--- config.mk ---
export PLATFORM = sky130hd
export DESIGN_NAME = i2ct_top
export DESIGN_NICKNAME = d
export VERILOG_FILES = /design/src/rtl/i2ct_pkg.sv /design/src/rtl/i2ct_sync.sv /design/src/rtl/i2ct_linecond.sv /design/src/rtl/i2ct_stretch.sv /design/src/rtl/i2ct_engine.sv /design/src/rtl/i2ct_regs.sv /design/src/rtl/i2ct_top.sv
export SDC_FILE = /design/constraint.sdc
export NUM_CORES = 1
export LEC_CHECK = 0
export ABC_AREA = 1
export BUFFER_PORTS_ARGS = -buffer_cell sky130_fd_sc_hd__buf_4
export CORE_MARGIN = 2
export CORE_UTILIZATION = 43
export DETAILED_ROUTE_END_ITERATION = 8
export SLEW_MARGIN = 20
export SYNTH_ARGS = -nofsm -noshare
export SYNTH_HDL_FRONTEND = slang
export SYNTH_SLANG_ARGS = --single-unit
--- constraint.sdc ---
create_clock -name clk -period 1.6 [get_ports clk]
set_clock_uncertainty 0.15 [all_clocks]
set_input_delay 0.32 -clock clk [delete_from_list [all_inputs] [get_ports clk]]
set_output_delay 0.32 -clock clk [all_outputs]
set_load 0.01 [all_outputs]
--- src/rtl/i2ct_pkg.sv ---
package i2ct_pkg;
   localparam int BYTE_W = 8;

   // register offsets
   localparam logic [2:0] OFS_CTRL  = 3'd0;
   localparam logic [2:0] OFS_AHI   = 3'd1;
   localparam logic [2:0] OFS_ALO   = 3'd2;
   localparam logic [2:0] OFS_DATA  = 3'd3;
   localparam logic [2:0] OFS_FLAGS = 3'd4;

   // control bit positions
   localparam int C_TXIE    = 0;
   localparam int C_RXIE    = 1;
   localparam int C_STOPIE  = 2;
   localparam int C_NACK    = 3;
   localparam int C_STRETCH = 4;
   localparam int C_TEN     = 5;
   localparam int CTRL_BITS = 6;

   typedef enum logic [2:0] {
      ST_IDLE, ST_ADDR1, ST_ADDR2, ST_RX, ST_ACK, ST_TX, ST_TACK, ST_WAIT
   } eng_state_t;
endpackage

--- src/rtl/i2ct_sync.sv ---
module i2ct_sync #(
   parameter int STAGES = 2,
   parameter int W      = 2
) (
   input  logic         clk,
   input  logic         rst_n,
   input  logic [W-1:0] d,
   output logic [W-1:0] q
);
   logic [STAGES-1:0][W-1:0] stg;

   genvar i;
   generate
      for (i = 0; i < STAGES; i++) begin : g_stage
         always_ff @(posedge clk or negedge rst_n) begin
            if (!rst_n)  stg[i] <= '1;
            else if (i == 0) stg[i] <= d;
            else         stg[i] <= stg[(i == 0) ? 0 : i-1];
         end
      end
   endgenerate

   assign q = stg[STAGES-1];
endmodule

--- src/rtl/i2ct_linecond.sv ---
module i2ct_linecond (
   input  logic clk,
   input  logic rst_n,
   input  logic scl_s,
   input  logic sda_s,
   output logic scl_rise,
   output logic scl_fall,
   output logic start_ev,
   output logic stop_ev
);
   logic scl_q, sda_q;

   always_ff @(posedge clk or negedge rst_n) begin
      if (!rst_n) begin
         scl_q <= 1'b1;
         sda_q <= 1'b1;
      end else begin
         scl_q <= scl_s;
         sda_q <= sda_s;
      end
   end

   assign scl_rise = scl_s & ~scl_q;
   assign scl_fall = ~scl_s & scl_q;
   assign start_ev = scl_s & scl_q & sda_q & ~sda_s;
   assign stop_ev  = scl_s & scl_q & ~sda_q & sda_s;
endmodule

--- src/rtl/i2ct_stretch.sv ---
module i2ct_stretch (
   input  logic clk,
   input  logic rst_n,
   input  logic enable,
   input  logic scl_s,
   output logic hold
);
   // a request seen while the clock is high waits until the clock is seen low
   always_ff @(posedge clk or negedge rst_n) begin
      if (!rst_n) hold <= 1'b0;
      else        hold <= enable & (hold | ~scl_s);
   end
endmodule

--- src/rtl/i2ct_engine.sv ---
module i2ct_engine
   import i2ct_pkg::*;
#(
   parameter bit TEN_BIT = 1'b1
) (
   input  logic              clk,
   input  logic              rst_n,
   input  logic              sda_s,
   input  logic              scl_rise,
   input  logic              scl_fall,
   input  logic              start_ev,
   input  logic              stop_ev,
   input  logic              ten_mode,
   input  logic              nack_req,
   input  logic [6:0]        addr_hi,
   input  logic [BYTE_W-1:0] addr_lo,
   input  logic [BYTE_W-1:0] tx_byte,
   output logic              sda_low,
   output logic              rx_pulse,
   output logic [BYTE_W-1:0] rx_data,
   output logic              tx_pulse,
   output logic              nack_done
);
   eng_state_t        st, nxt;
   logic [2:0]        cnt;
   logic [BYTE_W-1:0] sh;
   logic              full, nack_slot, m_ack;
   logic              hit1, hit2, ten_sel;

   generate
      if (TEN_BIT) begin : g_ten
         assign ten_sel = ten_mode;
         assign hit1 = ten_mode ? (sh == {5'b11110, addr_hi[1:0], 1'b0})
                                : (sh[7:1] == addr_hi);
         assign hit2 = (sh == addr_lo);
      end else begin : g_seven
         logic unused_ten;
         assign unused_ten = ten_mode ^ (^addr_lo);
         assign ten_sel = 1'b0;
         assign hit1 = (sh[7:1] == addr_hi);
         assign hit2 = 1'b0;
      end
   endgenerate

   assign rx_data = sh;

   always_ff @(posedge clk or negedge rst_n) begin
      if (!rst_n) begin
         st <= ST_IDLE;  nxt <= ST_IDLE;  cnt <= '0;  sh <= '0;
         full <= 1'b0;   sda_low <= 1'b0; nack_slot <= 1'b0; m_ack <= 1'b0;
         rx_pulse <= 1'b0; tx_pulse <= 1'b0; nack_done <= 1'b0;
      end else begin
         rx_pulse  <= 1'b0;
         tx_pulse  <= 1'b0;
         nack_done <= 1'b0;
         if (start_ev) begin
            st <= ST_ADDR1; cnt <= '0; full <= 1'b0;
            sda_low <= 1'b0; nack_slot <= 1'b0;
         end else if (stop_ev) begin
            st <= ST_IDLE; full <= 1'b0; sda_low <= 1'b0;
         end else begin
            case (st)
               ST_ADDR1, ST_ADDR2, ST_RX: begin
                  if (scl_rise && !full) begin
                     sh   <= {sh[BYTE_W-2:0], sda_s};
                     cnt  <= cnt + 3'd1;
                     full <= (cnt == 3'd7);
                  end else if (scl_fall && full) begin
                     full <= 1'b0;
                     cnt  <= '0;
                     if (st == ST_RX) begin
                        rx_pulse  <= 1'b1;
                        st        <= ST_ACK;
                        sda_low   <= !nack_req;
                        nack_slot <= nack_req;
                        nxt       <= nack_req ? ST_WAIT : ST_RX;
                     end else if ((st == ST_ADDR1 && hit1) || (st == ST_ADDR2 && hit2)) begin
                        st        <= ST_ACK;
                        sda_low   <= !nack_req;
                        nack_slot <= nack_req;
                        if (nack_req)                      nxt <= ST_WAIT;
                        else if (st == ST_ADDR1 && ten_sel) nxt <= ST_ADDR2;
                        else if (st == ST_ADDR1 && sh[0])   nxt <= ST_TX;
                        else                                nxt <= ST_RX;
                     end else begin
                        st <= ST_WAIT;
                     end
                  end
               end
               ST_ACK: if (scl_fall) begin
                  st        <= nxt;
                  nack_done <= nack_slot;
                  nack_slot <= 1'b0;
                  cnt       <= '0;
                  if (nxt == ST_TX) begin
                     sh      <= tx_byte;
                     sda_low <= ~tx_byte[BYTE_W-1];
                  end else begin
                     sda_low <= 1'b0;
                  end
               end
               ST_TX: if (scl_fall) begin
                  if (cnt == 3'd7) begin
                     sda_low  <= 1'b0;
                     st       <= ST_TACK;
                     tx_pulse <= 1'b1;
                  end else begin
                     cnt     <= cnt + 3'd1;
                     sh      <= {sh[BYTE_W-2:0], 1'b0};
                     sda_low <= ~sh[BYTE_W-2];
                  end
               end
               ST_TACK: begin
                  if (scl_rise) m_ack <= ~sda_s;
                  else if (scl_fall) begin
                     if (m_ack) begin
                        st      <= ST_TX;
                        cnt     <= '0;
                        sh      <= tx_byte;
                        sda_low <= ~tx_byte[BYTE_W-1];
                     end else begin
                        st <= ST_WAIT;
                     end
                  end
               end
               default: ;
            endcase
         end
      end
   end
endmodule

--- src/rtl/i2ct_regs.sv ---
module i2ct_regs
   import i2ct_pkg::*;
#(
   parameter int AW = 3,
   parameter int DW = 16
) (
   input  logic              clk,
   input  logic              rst_n,
   input  logic              wr,
   input  logic [AW-1:0]     addr,
   input  logic [DW-1:0]     wdata,
   output logic [DW-1:0]     rdata,
   input  logic              rx_pulse,
   input  logic [BYTE_W-1:0] rx_data,
   input  logic              tx_pulse,
   input  logic              stop_pulse,
   input  logic              nack_done,
   output logic [CTRL_BITS-1:0] ctrl,
   output logic [6:0]        addr_hi,
   output logic [BYTE_W-1:0] addr_lo,
   output logic [BYTE_W-1:0] tx_byte,
   output logic [2:0]        flags,
   output logic              irq
);
   logic [BYTE_W-1:0] rx_q;
   logic [2:0]        set_v;
   logic              unused_hi;

   assign unused_hi = ^wdata[DW-1:BYTE_W];
   assign set_v     = {stop_pulse, rx_pulse, tx_pulse};

   always_ff @(posedge clk or negedge rst_n) begin
      if (!rst_n) begin
         ctrl <= '0; addr_hi <= '0; addr_lo <= '0;
         tx_byte <= '0; rx_q <= '0; flags <= '0;
      end else begin
         if (wr && addr == AW'(OFS_CTRL))  ctrl    <= wdata[CTRL_BITS-1:0];
         if (nack_done)                    ctrl[C_NACK] <= 1'b0;
         if (wr && addr == AW'(OFS_AHI))   addr_hi <= wdata[6:0];
         if (wr && addr == AW'(OFS_ALO))   addr_lo <= wdata[BYTE_W-1:0];
         if (wr && addr == AW'(OFS_DATA))  tx_byte <= wdata[BYTE_W-1:0];
         if (rx_pulse)                     rx_q    <= rx_data;
         if (wr && addr == AW'(OFS_FLAGS)) flags   <= (flags & ~wdata[2:0]) | set_v;
         else                              flags   <= flags | set_v;
      end
   end

   always_comb begin
      rdata = '0;
      case (addr)
         AW'(OFS_CTRL):  rdata[CTRL_BITS-1:0] = ctrl;
         AW'(OFS_AHI):   rdata[6:0]           = addr_hi;
         AW'(OFS_ALO):   rdata[BYTE_W-1:0]    = addr_lo;
         AW'(OFS_DATA):  rdata[BYTE_W-1:0]    = rx_q;
         AW'(OFS_FLAGS): rdata[2:0]           = flags;
         default:        rdata = '0;
      endcase
   end

   assign irq = |(flags & ctrl[C_STOPIE:C_TXIE]);
endmodule

--- src/rtl/i2ct_top.sv ---
module i2ct_top
   import i2ct_pkg::*;
#(
   parameter int SYNC_STAGES = 2,
   parameter bit TEN_BIT     = 1'b1,
   parameter int REG_AW      = 3,
   parameter int REG_DW      = 16
) (
   input  logic              clk,
   input  logic              rst_n,
   input  logic              scl_in,
   input  logic              sda_in,
   output logic              scl_pull,
   output logic              sda_pull,
   input  logic              bus_wr,
   input  logic [REG_AW-1:0] bus_addr,
   input  logic [REG_DW-1:0] bus_wdata,
   output logic [REG_DW-1:0] bus_rdata,
   output logic              irq
);
   localparam int LINES = 2;

   generate
      if (SYNC_STAGES < 2) begin : g_bad_sync
         $error("i2ct_top: SYNC_STAGES must be at least 2");
      end
      if (REG_AW < 3) begin : g_bad_aw
         $error("i2ct_top: REG_AW must be at least 3");
      end
      if (REG_DW < 16) begin : g_bad_dw
         $error("i2ct_top: REG_DW must be at least 16");
      end
   endgenerate

   logic [LINES-1:0]     lines_s;
   logic                 scl_s, sda_s;
   logic                 scl_rise, scl_fall, start_ev, stop_ev;
   logic [CTRL_BITS-1:0] ctrl;
   logic                 ctrl_stretch;
   logic [6:0]           addr_hi;
   logic [BYTE_W-1:0]    addr_lo, tx_byte, rx_data;
   logic                 rx_pulse, tx_pulse, nack_done;
   logic [2:0]           flags;

   i2ct_sync #(.STAGES(SYNC_STAGES), .W(LINES)) u_sync (
      .clk(clk), .rst_n(rst_n), .d({scl_in, sda_in}), .q(lines_s));
   assign scl_s = lines_s[1];
   assign sda_s = lines_s[0];

   i2ct_linecond u_cond (
      .clk(clk), .rst_n(rst_n), .scl_s(scl_s), .sda_s(sda_s),
      .scl_rise(scl_rise), .scl_fall(scl_fall),
      .start_ev(start_ev), .stop_ev(stop_ev));

   assign ctrl_stretch = ctrl[C_STRETCH];

   i2ct_stretch u_str (
      .clk(clk), .rst_n(rst_n), .enable(ctrl_stretch), .scl_s(scl_s), .hold(scl_pull));

   i2ct_engine #(.TEN_BIT(TEN_BIT)) u_eng (
      .clk(clk), .rst_n(rst_n), .sda_s(sda_s),
      .scl_rise(scl_rise), .scl_fall(scl_fall),
      .start_ev(start_ev), .stop_ev(stop_ev),
      .ten_mode(ctrl[C_TEN]), .nack_req(ctrl[C_NACK]),
      .addr_hi(addr_hi), .addr_lo(addr_lo), .tx_byte(tx_byte),
      .sda_low(sda_pull), .rx_pulse(rx_pulse), .rx_data(rx_data),
      .tx_pulse(tx_pulse), .nack_done(nack_done));

   i2ct_regs #(.AW(REG_AW), .DW(REG_DW)) u_regs (
      .clk(clk), .rst_n(rst_n), .wr(bus_wr), .addr(bus_addr),
      .wdata(bus_wdata), .rdata(bus_rdata),
      .rx_pulse(rx_pulse), .rx_data(rx_data), .tx_pulse(tx_pulse),
      .stop_pulse(stop_ev), .nack_done(nack_done),
      .ctrl(ctrl), .addr_hi(addr_hi), .addr_lo(addr_lo),
      .tx_byte(tx_byte), .flags(flags), .irq(irq));
endmodule

After elaboration in Yosys (flattened, before gate mapping)
Index checks and enable logic that the tools add are counted.

storage, ports and cells
  bits in registers = 71
  bits of input ports = 24
  output and inout port bits = 19
  word-level logic and storage cells = 212

cells by class
  add/sub/neg operators = 1
  eq/ne operators = 43
  mux-type cells = 89
  bitwise logic cells = 23
  reduce and logical (&&, ||, !) cells = 33

operators with widths
  operator              number
  $mux W3               27
  $mux W8               8
  $mux W1               42
  $pmux W3 S4           3
  $pmux W8 S4           1
  $ne A4 B3 Y1 const B  6
  $eq A3 B3 Y1 const B  6
  $reduce_and A9 Y1     2
  $eq A8 B8 Y1          2
  $ne A3 B2 Y1 const B  5
  $pmux W3 S5           1
  $eq A3 B2 Y1 const B  4
  $ne A2 B1 Y1 const B  6
  $reduce_and A6 Y1     2
  $logic_and A1 B1 Y1   11
  $reduce_and A11 Y1    1
  $ne A3 B3 Y1 const B  3
  $not A1 Y1            9
  $and A1 B1 Y1         8
  $ne A4 B2 Y1 const B  2
  $ne A4 B4 Y1 const B  2
  $reduce_and A8 Y1     1
  $reduce_bool A4 Y1    2
  $eq A7 B7 Y1          1
  other kinds (23)      34

Logic depth before layout (Yosys ltp)
  word-level depth = 11
  gate-level depth with buffers = 13
  gate-level depth less buffers = 13

Hierarchy
Synthesis repeated with hierarchy kept, for this count alone.

unflattened totals
  cell total of the unflattened synthesis = 549
  area total of the unflattened synthesis = 4098.9 um2

modules (own cells, without submodules)
  module         times used  cells each  area each (um2)  seq. area each (um2)
  i2ct_regs      1           255         2033.2           1001.0
  i2ct_engine    1           271         1810.5           600.6
  i2ct_sync      1           6           120.1            105.1
  i2ct_linecond  1           13          93.8             52.6
  i2ct_stretch   1           4           41.3             25.0

Least setup slack after synthesis
OpenSTA, ideal clock, no wires.

  path type = flip-flop to flip-flop
  start = register u_eng.cnt[0]
  end = register u_eng.sh[3] (netlist: u_eng.rx_data[3])
  setup time = 0.074 ns
  arrival = 1.521 ns
  required time = 1.376 ns
  slack = -0.145 ns
  stages on the path, launching flop included = 11
  path buffers = 1
  clock period less this slack = 1.745 ns
  cell sequence = dfrtp_1 ha_1 ha_1 inv_1 o22ai_2 nor2_2 nand3b_4 inv_4 buf_8 o211ai_2 o21ai_2

on the way
  word-level cells in the longest chain between the ends = 3

ends and longest elaborated chain
  what                          RTL line            text
  start, declared               i2ct_engine.sv:25   logic [2:0] cnt;
  start signal, assigned        i2ct_engine.sv:66   cnt <= cnt + 3'd1;
  start signal, assigned        i2ct_engine.sv:108  cnt <= cnt + 3'd1;
  $eq A3 B3 Y1                  i2ct_engine.sv:103  if (cnt == 3'd7) begin
  $ne A2 B2 Y1 (no line)        -
  $reduce_and A11 Y1 (no line)  -
  end signal, assigned          i2ct_engine.sv:96   sh <= tx_byte;
  end signal, assigned          i2ct_engine.sv:109  sh <= {sh[BYTE_W-2:0], 1'b0};
  end signal, assigned          i2ct_engine.sv:119  sh <= tx_byte;
  end, declared                 i2ct_engine.sv:26   logic [BYTE_W-1:0] sh;

Every way passes these cells.
A chain may end at the register's enable or synchronous reset.

Worst setup path after layout
  start = register u_eng.st[1]
  end = register u_eng.sh[7] (netlist: u_eng.rx_data[7])

on the way
  word-level cells in the longest chain between the ends = 4
  elaborated cells between the ends (all ways) = 18
  classes of those cells = 14 x eq/ne; 1 x mux; 3 x reduce/logical

ends and longest elaborated chain
  what                                                                 RTL line            text
  start, declared                                                      i2ct_engine.sv:24   eng_state_t st, nxt;
  start signal, assigned                                               i2ct_engine.sv:91   st <= nxt;
  $eq A3 B2 Y1 / $eq A3 B1 Y1 (equally long branches)                  i2ct_engine.sv:62   case (st)
  $reduce_or A3 Y1                                                     i2ct_engine.sv:62
  $ne A2 B1 Y1 (no line) / $reduce_bool A4 Y1 (equally long branches)  -
  $reduce_and A11 Y1 (no line)                                         -
  end signal, assigned                                                 i2ct_engine.sv:65   sh <= {sh[BYTE_W-2:0], sda_s};
  end signal, assigned                                                 i2ct_engine.sv:96
  end signal, assigned                                                 i2ct_engine.sv:109

Parallel ways exist; a longest one is shown, timed or not.

==> load_flow_metrics.sql <==
INSERT INTO impl_metrics (metric_group, metric, value, unit) VALUES
('cells_and_area', 'n_antenna_cell', '0', ''),
('cells_and_area', 'finalNonFillerCells', '680', ''),
('pwr', 'p_leak', '0.002631', 'uW'),
('routing', 'avgRoutedWirePerCell', '15.32', 'microns'),
('pwr', 'share_seq_of_total_power', '32.0', '%'),
('pwr', 'switching_power', '3175', 'uW'),
('yosys', 'synthXorXnorAreaFrac', '1.921', '%'),
('floorplan', 'core_region_area', '8217', 'sq um'),
('global_routing', 'first_pass_grt_wire_length', '16590', 'microns'),
('floorplan', 'die-area', '9234', 'sq um'),
('critical_path', 'worst_path_arrival', '1930', 'ps'),
('placement', 'detailed_place_hpwl', '7141', 'microns'),
('critical_path', 'path_max_fanout', '6', ''),
('yosys', 'yosys_most_used_dff', 'sky130_fd_sc_hd__dfrtp_1', ''),
('routing', 'post-route-drc-count', '0', ''),
('cells_and_area', 'final_layout_size_suffix_gt1_share', '42.78', '%'),
('sta', 'setup_violations', '27', ''),
('yosys', 'synthesis.area_per_instance', '8.252', 'sq um'),
('floorplan', 'fp.dieH', '96.10', 'microns'),
('pwr', 'power.share.switching', '39.80', '%'),
('clocking', 'clkSlewWorstSetupHoldPaths', '70', 'ps'),
('clocking', 'clock_latency', '350', 'ps'),
('yosys', 'syn-cell-area', '3647', 'sq um'),
('sta', 'post-route-period-util', '116.2', '%'),
('clocking', 'cts-root-to-sink-buffers', '2', ''),
('global_routing', 'grt_start_max_net_pins', '27', ''),
('critical_path', 'crit_path_max_incr_delay', '490', 'ps'),
('global_routing', 'grt_pass1_vias', '3339', ''),
('clocking', 'clockRootBuffer', 'sky130_fd_sc_hd__clkbuf_8', ''),
('clocking', 'cts.sinks', '71', ''),
('cells_and_area', 'postLayoutCoreUtil', '65.34', '%'),
('yosys', 'synth-adder-area-share', '0.6861', '%'),
('pwr', 'max-vdd-ir-drop', '580.1', 'uV'),
('outcome', 'violations', 'negative setup slack', ''),
('global_routing', 'antenna_found_initial', '0', ''),
('placement', 'place_inst', '635', ''),
('cells_and_area', 'nNetsFinal', '596', ''),
('pwr', 'part_of_the_power_in_the_clock_network', '18.2', '%'),
('critical_path', 'worstSetupEndpointType', 'register', ''),
('yosys', 'synth_top_family_by_area', 'simple AND/OR/NAND/NOR gates', ''),
('routing', 'top_layer_used', 'met4', ''),
('cells_and_area', 'post-route-cell-area', '5369', 'sq um'),
('yosys', 'postSynthRegisterBits', '71', ''),
('yosys', 'seq_area_frac_synth', '48.92', '%'),
('critical_path', 'critical_path_class', 'register to register', ''),
('sta', 'timing_max_transition_violations_final', '0', ''),
('outcome', 'run_status', 'complete, but fails checks', ''),
('routing', 'dr_total_vias', '3439', ''),
('pwr', 'p_comb_share', '49.8', '%'),
('critical_path', 'worstPathCellList', 'buf_12 -> nor2_4 -> nor2_4 -> nand2_2 -> o21ai_4 -> nand3b_4 -> buf_6 -> nand2_2 -> o31ai_4', ''),
('critical_path', 'required', '1670', 'ps'),
('sta', 'final.setup.worst_slack', '-259.5', 'ps'),
('run', 'max_cap_violations', '0', ''),
('cells_and_area', 'post_synthesis_to_final_layout_area_growth', '47.20', '%'),
('critical_path', 'startpoint', 'u_eng.st[1]$_DFFE_PN0P_', ''),
('yosys', 'yosys-mux-area-fraction', '0.3087', '%'),
('yosys', 'synth_enable_flop_cells', '0', ''),
('routing', 'avgViaCountPerCell', '5.057', ''),
('critical_path', 'crit_slowest_cell', 'sky130_fd_sc_hd__dfrtp_2', ''),
('yosys', 'synth_simple_gate_area_share', '22.20', '%'),
('clocking', 'htree_levels', '3', ''),
('sta', 'max_clock_freq', '537.8', 'MHz'),
('sta', 'period_needed', '1860', 'ps'),
('critical_path', 'r2r-start', 'u_eng.st[1]$_DFFE_PN0P_', ''),
('hold_path', 'hp-start', 'bus_wdata[7]', ''),
('yosys', 'ys.warnings.count', '0', ''),
('yosys', 'synthesized_area_fraction_occupied_by_ao_oa_aoi_and_oai_cells', '16.84', '%'),
('yosys', 'synthesized_instance_count', '442', ''),
('routing', 'detail_route.wirelength', '10420', 'microns'),
('placement', 'area_after_dpl', '4507', 'sq um'),
('clocking', 'cts_inserted_buffers', '9', '');
layer usage:
layer / vias to the layer above / global-route usage (%)
met5: - / 0
met4: 0 / 6.071
met3: 13 / 5.717
met2: 104 / 38.66
met1: 1627 / 33.92
li1: 1695 / -
path summary, 6_finish.rpt:
check,endpoint,slack (ps),depth (start not counted)
max in group asynchronous,u_eng.st[2]$_DFFE_PN0P_,590,3
worst min register to register,u_sync.q[1]$_DFF_PN1_,210,0
min in group asynchronous,u_regs.ctrl[4]$_DFFE_PN0P_,260,2
worst max-delay path,u_eng.rx_data[7]$_DFFE_PN0P_,-260,9
worst max register to register,u_eng.rx_data[7]$_DFFE_PN0P_,-260,9
worst min-delay path,u_regs.tx_byte[7]$_DFFE_PN0P_,120,3
flip-flops by register name (all words and copies together), names as in the netlist, 3 cells and up:
name / count
u_regs.rx_q: 8
u_eng.nxt: 3
u_regs.tx_byte: 8
u_regs.flags: 3
u_eng.cnt: 3
u_regs.addr_hi: 7
u_eng.st: 3
u_regs.addr_lo: 8
u_eng.rx_data: 8
u_regs.ctrl: 6
Yosys cell counts (3+ instances only):
cell                       count  area, sq um
sky130_fd_sc_hd__nand2_1     114        427.9
sky130_fd_sc_hd__dfrtp_1      65         1627
sky130_fd_sc_hd__inv_1        54        202.7
sky130_fd_sc_hd__o21ai_0      52        260.3
sky130_fd_sc_hd__nor2_1       29        108.9
sky130_fd_sc_hd__nand3_1      15        75.07
sky130_fd_sc_hd__o21ai_2       9        78.83
sky130_fd_sc_hd__buf_4         8        60.06
sky130_fd_sc_hd__nor3_1        8        40.04
sky130_fd_sc_hd__o21ai_1       7        35.03
sky130_fd_sc_hd__a21oi_1       6        30.03
sky130_fd_sc_hd__clkbuf_1      6        22.52
sky130_fd_sc_hd__dfstp_2       6        157.7
sky130_fd_sc_hd__inv_2         6        22.52
sky130_fd_sc_hd__o211ai_1      6        45.04
sky130_fd_sc_hd__xnor2_1       6        52.55
sky130_fd_sc_hd__a221oi_1      3        26.28
sky130_fd_sc_hd__a22oi_1       3        22.52
sky130_fd_sc_hd__nor2_2        3        18.77
sky130_fd_sc_hd__o221ai_1      3        26.28
logic make-up after synthesis:
logic type | count (synthesis)
xor gates and xnor gates | 8
muxes | 1
AOI/OAI and AO/OA | 99
other | 1
DFF | 71
buffers and inverters | 76
adders and majority gates | 2
and+or+nand+nor | 184
through the flow:
stage | hold WS [ps] | setup WS (ps)
final | 117.5 | -259.5
after global routing | 120.0 | -349.1
after CTS | 105.5 | -262.8
after detailed placement | 84.06 | -261.2
after global placement | 83.89 | -246.7
after floorplan | -125.6 | -97.69
layout by cell type, fill, tap and decap left out, types with 5 or more instances in the layout:
master / n
sky130_fd_sc_hd__clkbuf_8: 11
sky130_fd_sc_hd__inv_2: 14
sky130_fd_sc_hd__buf_12: 5
sky130_fd_sc_hd__nand3_1: 9
sky130_fd_sc_hd__dfrtp_1: 62
sky130_fd_sc_hd__conb_1: 8
sky130_fd_sc_hd__nor2_1: 21
sky130_fd_sc_hd__o211ai_1: 6
sky130_fd_sc_hd__o21ai_0: 43
sky130_fd_sc_hd__o21ai_1: 12
sky130_fd_sc_hd__nand3_2: 5
sky130_fd_sc_hd__xnor2_1: 6
sky130_fd_sc_hd__buf_4: 96
sky130_fd_sc_hd__buf_6: 18
sky130_fd_sc_hd__inv_1: 40
sky130_fd_sc_hd__nand2_2: 18
sky130_fd_sc_hd__o21ai_2: 9
sky130_fd_sc_hd__inv_4: 5
sky130_fd_sc_hd__nor2_2: 6
sky130_fd_sc_hd__nand2_1: 95
sky130_fd_sc_hd__dfstp_2: 6
sky130_fd_sc_hd__nor2_4: 7
area by class of cell:
type / instances / area [sq um]
well taps: 105 / 131.4
fillers: 678 / 2848
clock inverters: 4 / 45.04
inverters: 61 / 254.0
repair inverters: 1 / 8.758
flip-flops and latches: 71 / 1788
repair buffers: 124 / 1084
clock buffers: 12 / 155.1
multi-input cells: 302 / 1903
critical path, delay by kind of cell (launching register included):
family          cells  cell delay [ps]
buf+inv             2              320
compound gates      2              150
flops               1              490
simple gates        5              610
power groups by stage:
stage               registers, uW  clock network, uW  logic [uW]
floorplan                    2460                  0        1840
global placement             2520                  0        2900
detailed placement           2540                  0        2940
CTS                          2540               1480        3580
global route                 2600               1580        4330
finish                       2560               1450        3970
what timing repair did:
item / 4_1_cts / 5_1_grt
cloned: 1 / 0
pin swaps: 18 / 25
hold endpoints to repair: 33 / 0
endpoints found under the setup margin: 27 / 29
setup buffers: 16 / 11
hold buffers: 3 / 0
gates resized for setup: 68 / 58
Power figures use the tool's default switching activity.
